## src/rtl/circ_addr_pkg.sv

```systemverilog
package circ_addr_pkg;
  localparam int unsigned CA_ADDR_W = 32;
  localparam int unsigned CA_MOD_W  = 24;
  typedef logic [CA_ADDR_W-1:0] ca_addr_t;
endpackage

```

## src/rtl/circ_mask_gen.sv

```systemverilog
// Builds the low-bit mask 2^k-1, where k is the smallest integer with
// 2^k > mod_m1: every bit at or below the highest set bit of mod_m1 is set.
module circ_mask_gen #(
  parameter int unsigned ADDR_W = 32,
  parameter int unsigned MOD_W  = 24
) (
  input  logic [MOD_W-1:0]  mod_m1,
  output logic [ADDR_W-1:0] mask
);
  logic [MOD_W-1:0] fill;

  assign fill[MOD_W-1] = mod_m1[MOD_W-1];
  for (genvar i = 0; i < int'(MOD_W) - 1; i++) begin : g_fill
    assign fill[i] = mod_m1[i] | fill[i+1];
  end

  assign mask = {{(ADDR_W-MOD_W){1'b0}}, fill};
endmodule

```

## src/rtl/circ_wrap_add.sv

```systemverilog
// Adds a signed step to the pointer and folds the result back into the buffer
// [base, base+mod_m1] with at most one correction of M.
module circ_wrap_add #(
  parameter int unsigned ADDR_W = 32,
  parameter int unsigned MOD_W  = 24
) (
  input  logic [ADDR_W-1:0] addr,
  input  logic [ADDR_W-1:0] mask,
  input  logic [MOD_W-1:0]  mod_m1,
  input  logic [ADDR_W-1:0] offset,
  output logic [ADDR_W-1:0] nxt
);
  localparam int unsigned EXT_W = ADDR_W + 2;

  logic [ADDR_W-1:0] rel;
  logic [ADDR_W-1:0] mod_len;
  logic [EXT_W-1:0]  rel_sum;
  logic [EXT_W-1:0]  mod_ext;
  logic              under;
  logic              over;
  logic [ADDR_W-1:0] raw;

  always_comb begin
    rel     = addr & mask;
    mod_len = {{(ADDR_W-MOD_W){1'b0}}, mod_m1} + ADDR_W'(1);
    mod_ext = {{(EXT_W-MOD_W){1'b0}}, mod_m1};
    rel_sum = {2'b00, rel} + {{2{offset[ADDR_W-1]}}, offset};
    under   = rel_sum[EXT_W-1];
    over    = !under && (rel_sum > mod_ext);
    raw     = addr + offset;
    if (over) begin
      nxt = raw - mod_len;
    end else if (under) begin
      nxt = raw + mod_len;
    end else begin
      nxt = raw;
    end
  end
endmodule

```

## src/rtl/circ_addr_upd.sv

```systemverilog
module circ_addr_upd
  import circ_addr_pkg::*;
#(
  parameter int unsigned ADDR_W = CA_ADDR_W,
  parameter int unsigned MOD_W  = CA_MOD_W
) (
  input  logic              clk,
  input  logic              rst_n,
  input  logic [MOD_W-1:0]  mod_m1,
  input  logic [ADDR_W-1:0] offset,
  input  logic              upd_en,
  input  logic              ld_en,
  input  logic [ADDR_W-1:0] ld_addr,
  output logic [ADDR_W-1:0] nxt_addr,
  output logic [ADDR_W-1:0] addr_q
);
  logic [ADDR_W-1:0] low_mask;
  logic [ADDR_W-1:0] ptr_d;
  logic [ADDR_W-1:0] ptr_q;
  logic              ptr_en;

  circ_mask_gen #(.ADDR_W(ADDR_W), .MOD_W(MOD_W)) u_mask (
    .mod_m1 (mod_m1),
    .mask   (low_mask)
  );

  circ_wrap_add #(.ADDR_W(ADDR_W), .MOD_W(MOD_W)) u_wrap (
    .addr   (ptr_q),
    .mask   (low_mask),
    .mod_m1 (mod_m1),
    .offset (offset),
    .nxt    (nxt_addr)
  );

  // Next state: a load has priority over a step.
  always_comb begin
    ptr_en = ld_en | upd_en;
    if (ld_en) begin
      ptr_d = ld_addr;
    end else begin
      ptr_d = nxt_addr;
    end
  end

  always_ff @(posedge clk or negedge rst_n) begin
    if (!rst_n) begin
      ptr_q <= '0;
    end else if (ptr_en) begin
      ptr_q <= ptr_d;
    end
  end

  assign addr_q = ptr_q;
endmodule

```

## config.mk

```make
export PLATFORM = sky130hd
export DESIGN_NAME = circ_addr_upd
export DESIGN_NICKNAME = d
export VERILOG_FILES = /design/src/rtl/circ_addr_pkg.sv /design/src/rtl/circ_mask_gen.sv /design/src/rtl/circ_wrap_add.sv /design/src/rtl/circ_addr_upd.sv
export SDC_FILE = /design/constraint.sdc
export NUM_CORES = 1
export LEC_CHECK = 0
export ABC_AREA = 1
export BUFFER_PORTS_ARGS = -buffer_cell sky130_fd_sc_hd__buf_2
export CAP_MARGIN = 10
export CORE_UTILIZATION = 35
export CTS_CLUSTER_SIZE = 25
export DETAILED_ROUTE_END_ITERATION = 8
export PLACE_DENSITY = 0.58
export REMOVE_ABC_BUFFERS = 1
export SLEW_MARGIN = 20
export SYNTH_ARGS = -nofsm -noshare
export SYNTH_HDL_FRONTEND = slang
export SYNTH_SLANG_ARGS = --single-unit
```

## constraint.sdc

```tcl
create_clock -name clk -period 9.3 [get_ports clk]
set_input_delay 1.395 -clock clk [delete_from_list [all_inputs] [get_ports clk]]
set_output_delay 1.395 -clock clk [all_outputs]
set_load 0.02 [all_outputs]
```

==> metrics.md <==
| Metric | Value |
|---|---|
| Crit Path Class | input port to primary output |
| Async SR Flop Fraction | between 90% and 100% |
| Setup bufs post-CTS | 0 |
| DR pass1 iterations | 6 |
| Internal power | ~1400 µW |
| Status | completed |
| DR DRC count | 0 |
| Seq cells post-synth | 32 |
| Seq/Total Area, Yosys | slightly below 8% |
| Die Height | about 170 µm |
| Grt ovf | 0 |
| Comb power frac | between 80% and 90% |
| Clk_lat worst skew | roughly 0.29 ns |
| First-pass GRT wire length | between 60 and 70 mm |
| Clk_skew | about 0.0069 ns |
| Mean post-synth cell area | slightly below 6 µm² |
| CTS root buf | clkbuf_16 |
| Synth top area share | a little under a fifth |
| Peak VDD IR | roughly 0.13 mV |
| Total track usage | 27.6% |
| Startpoint types | input port |
| Post-CTS Hold Fix Bufs | 0 |
| Post-synth EDFFs | 0 |
| Routed WL per cell | about 18 µm |
| Crit end category | primary output |
| Final period util | between 90% and 100% |
| Place WS | 0.599 ns |
| Largest net degree at the start of global routing | 38 |
| Max Used Layer | met4 |
| Relative slew slack | 48.1% |
| Share of layout cells above drive strength 1 | between 10% and 20% |
| Crit path max fanout | 15 |
| Clock sinks | 32 |
| Nets | about 2100 |
| Yosys warnings | 0 |
| Critical Path RT | 7.91 ns |
| Hold Path Class | flop to flop |
| Port buffer count | about 160 |
| CTS tree | done |
| Met2 WL | ~18 mm |
| Slowest CP cell | fa_1 |
| Switching part of the total power | a little under two thirds |
| Core area | 0.0280 mm² |
| Post-Synthesis Cells | 1740 |
| Max Fclk | 116 MHz |
| Met3 wire len | roughly 2.4 mm |
| Ys flop type | dfrtp_1 |
| Initial DRC Count | slightly above 900 |
| Vias in the first global route | approximately 11000 |
| Antenna Nets Post-Route | 0 |
| RSZ-0062 raised after global routing | no |
| Top-Level Pins | roughly 160 |
| Worst path arrival time | 7.24 ns |
| Crit-path max cell delay | between 0.4 and 0.5 ns |
| Clock-pin slew on the worst setup and hold paths | roughly 0.050 ns |
| Die W | approximately 170 µm |
| Final setup vio count | 0 |
| Resize count post-CTS | 0 |
| Leak | about 0.0062 µW |
| PnR worst setup slack | 0.664 ns |
| Area leader, netlist | nand2_1 |
| Switching Power | ~2500 µW |
| # H-tree levels | 2 |
| Die ar. | about 0.03 mm² |
| Setup TNS | 0 ns |
| Crit path time final | 8.64 ns |
| Slew @ Worst Pin | about 0.78 ns |
| Power per cell area | 338 mW/mm² |
| HPWL Detailed | around 35 mm |
| Flop pwr share | about 6.1% |
| GP Congestion | about 1.0 |
| DR vias/cell | around 5.3 |
| Total CTS buffers | 5 |
| Clock Path Buffers | 2 |
| Post-synth cell types | 51 |
| Routed wire length | between 40 and 50 mm |
| Met1 WL | roughly 19 mm |
| Final instance area | 0.0113 mm² |
| CP most frequent cell | nor2_2 |
| Final Hold Fails | 0 |
| Starting Density | a little over a third |
| Placed Area | approximately 0.011 mm² |
| Max reg flops | 32 |
| Via count | between 10000 and 15000 |
| Max-cap check violation count | 0 |
| Initial antenna violation count | 1 |
| Rows | 61 |
| Slew Limit Fails | 0 |
| Cell Area, Synth | between 0.01 and 0.015 mm² |
| Synth area leaders | nand2_1, ha_1, inv_1 |
| Synthesis-to-finish area growth | 12.6% |
| Clock power frac | approximately 4.7% |
-- cell usage in the layout (no fill, tap or decap), types with 9 or more instances in the layout --
cell type / n
nor3_1: 18
a21o_1: 17
a21oi_1: 153
nor2_1: 161
nand2_1: 503
a22oi_1: 32
nand4_1: 25
o21ai_2: 9
o21ai_1: 10
o21ai_0: 79
buf_2: 155
xnor2_1: 19
nand3_1: 103
ha_1: 130
xor2_1: 84
a21boi_0: 9
a31oi_1: 12
inv_1: 219
nor2_2: 15
dfrtp_1: 32
-- worst max-delay path: cells and delay by family --
kind | cells | cell delay, ns
simple gates | 25 | 3.48
xor+xnor | 1 | 0.09
compound gates | 3 | 0.59
buf+inv | 5 | 0.77
fa+ha+maj | 3 | 0.89
-- metrics by stage --
stage	total power (µW)	hold slack (ns)	std cells	util [%]
4_1_cts	3780	0.550	2249	40.4
2_1_floorplan	2590	0.632	1704	-
6_report	3830	0.551	2250	40.5
5_1_grt	4210	0.579	2250	40.5
3_3_place_gp	3580	0.545	2242	39.9
3_5_place_dp	3580	0.537	2242	39.9
-- final cells by class --
| type | count | area, µm² |
|---|---|---|
| fill | 3172 | 16700 |
| multi-input combinational | 1443 | 8230 |
| inverter | 229 | 863 |
| timing repair buffer | 160 | 817 |
| sequential | 32 | 801 |
| tap | 378 | 473 |
| clock buffer | 7 | 153 |
| antenna | 1 | 2.50 |
-- worst paths after layout --
path,from,end,slack (ns),cells past startpoint
worst max-delay path,mod_m1[22],nxt_addr[26],0.66,37
worst min-delay path,addr_q[28]$_DFFE_PN0P_,addr_q[28]$_DFFE_PN0P_,0.55,2
worst max register to register,addr_q[13]$_DFFE_PN0P_,addr_q[17]$_DFFE_PN0P_,4.50,22
worst min register to register,addr_q[28]$_DFFE_PN0P_,addr_q[28]$_DFFE_PN0P_,0.55,2
max in group asynchronous,rst_n,addr_q[8]$_DFFE_PN0P_,7.61,1
min in group asynchronous,rst_n,addr_q[28]$_DFFE_PN0P_,1.18,1
-- per-layer routing --
layer,up-vias,GRT usage [%]
li1,5982,-
met1,5418,36.9
met2,374,45.1
met3,74,3.20
met4,0,10.2
met5,-,0
-- power by group through the flow --
stage / clock, µW / sequential, µW / combinational (µW)
2_1_floorplan: 0 / 255 / 2340
3_3_place_gp: 0 / 232 / 3350
3_5_place_dp: 0 / 232 / 3350
4_1_cts: 181 / 230 / 3370
5_1_grt: 187 / 235 / 3790
6_report: 179 / 232 / 3420
-- cell usage after synthesis (all sizes together) (8+ instances only) --
cell,n
dfrtp,32
a21oi,153
nor4,10
nor3,19
xor2,84
clkbuf,16
inv,227
xnor2,19
a31oi,12
o21ai,98
a22oi,32
a21o,17
ha,130
o21bai,9
o21a,8
nand2,506
nand3,104
nor2,177
a21boi,12
nand4,25
buf,20
-- cell families after synthesis --
| logic type | count (synthesis) | share of synthesized area, % |
|---|---|---|
| AO/OA/AOI/OAI | 348 | 20.0 |
| XOR/XNOR | 103 | 8.96 |
| adder cells (fa/ha/maj) | 134 | 16.9 |
| buffers and inverters | 265 | 10.5 |
| flip-flops | 32 | 7.95 |
| AND/OR/NAND/NOR | 858 | 35.6 |
Power figures use the tool's default switching activity.
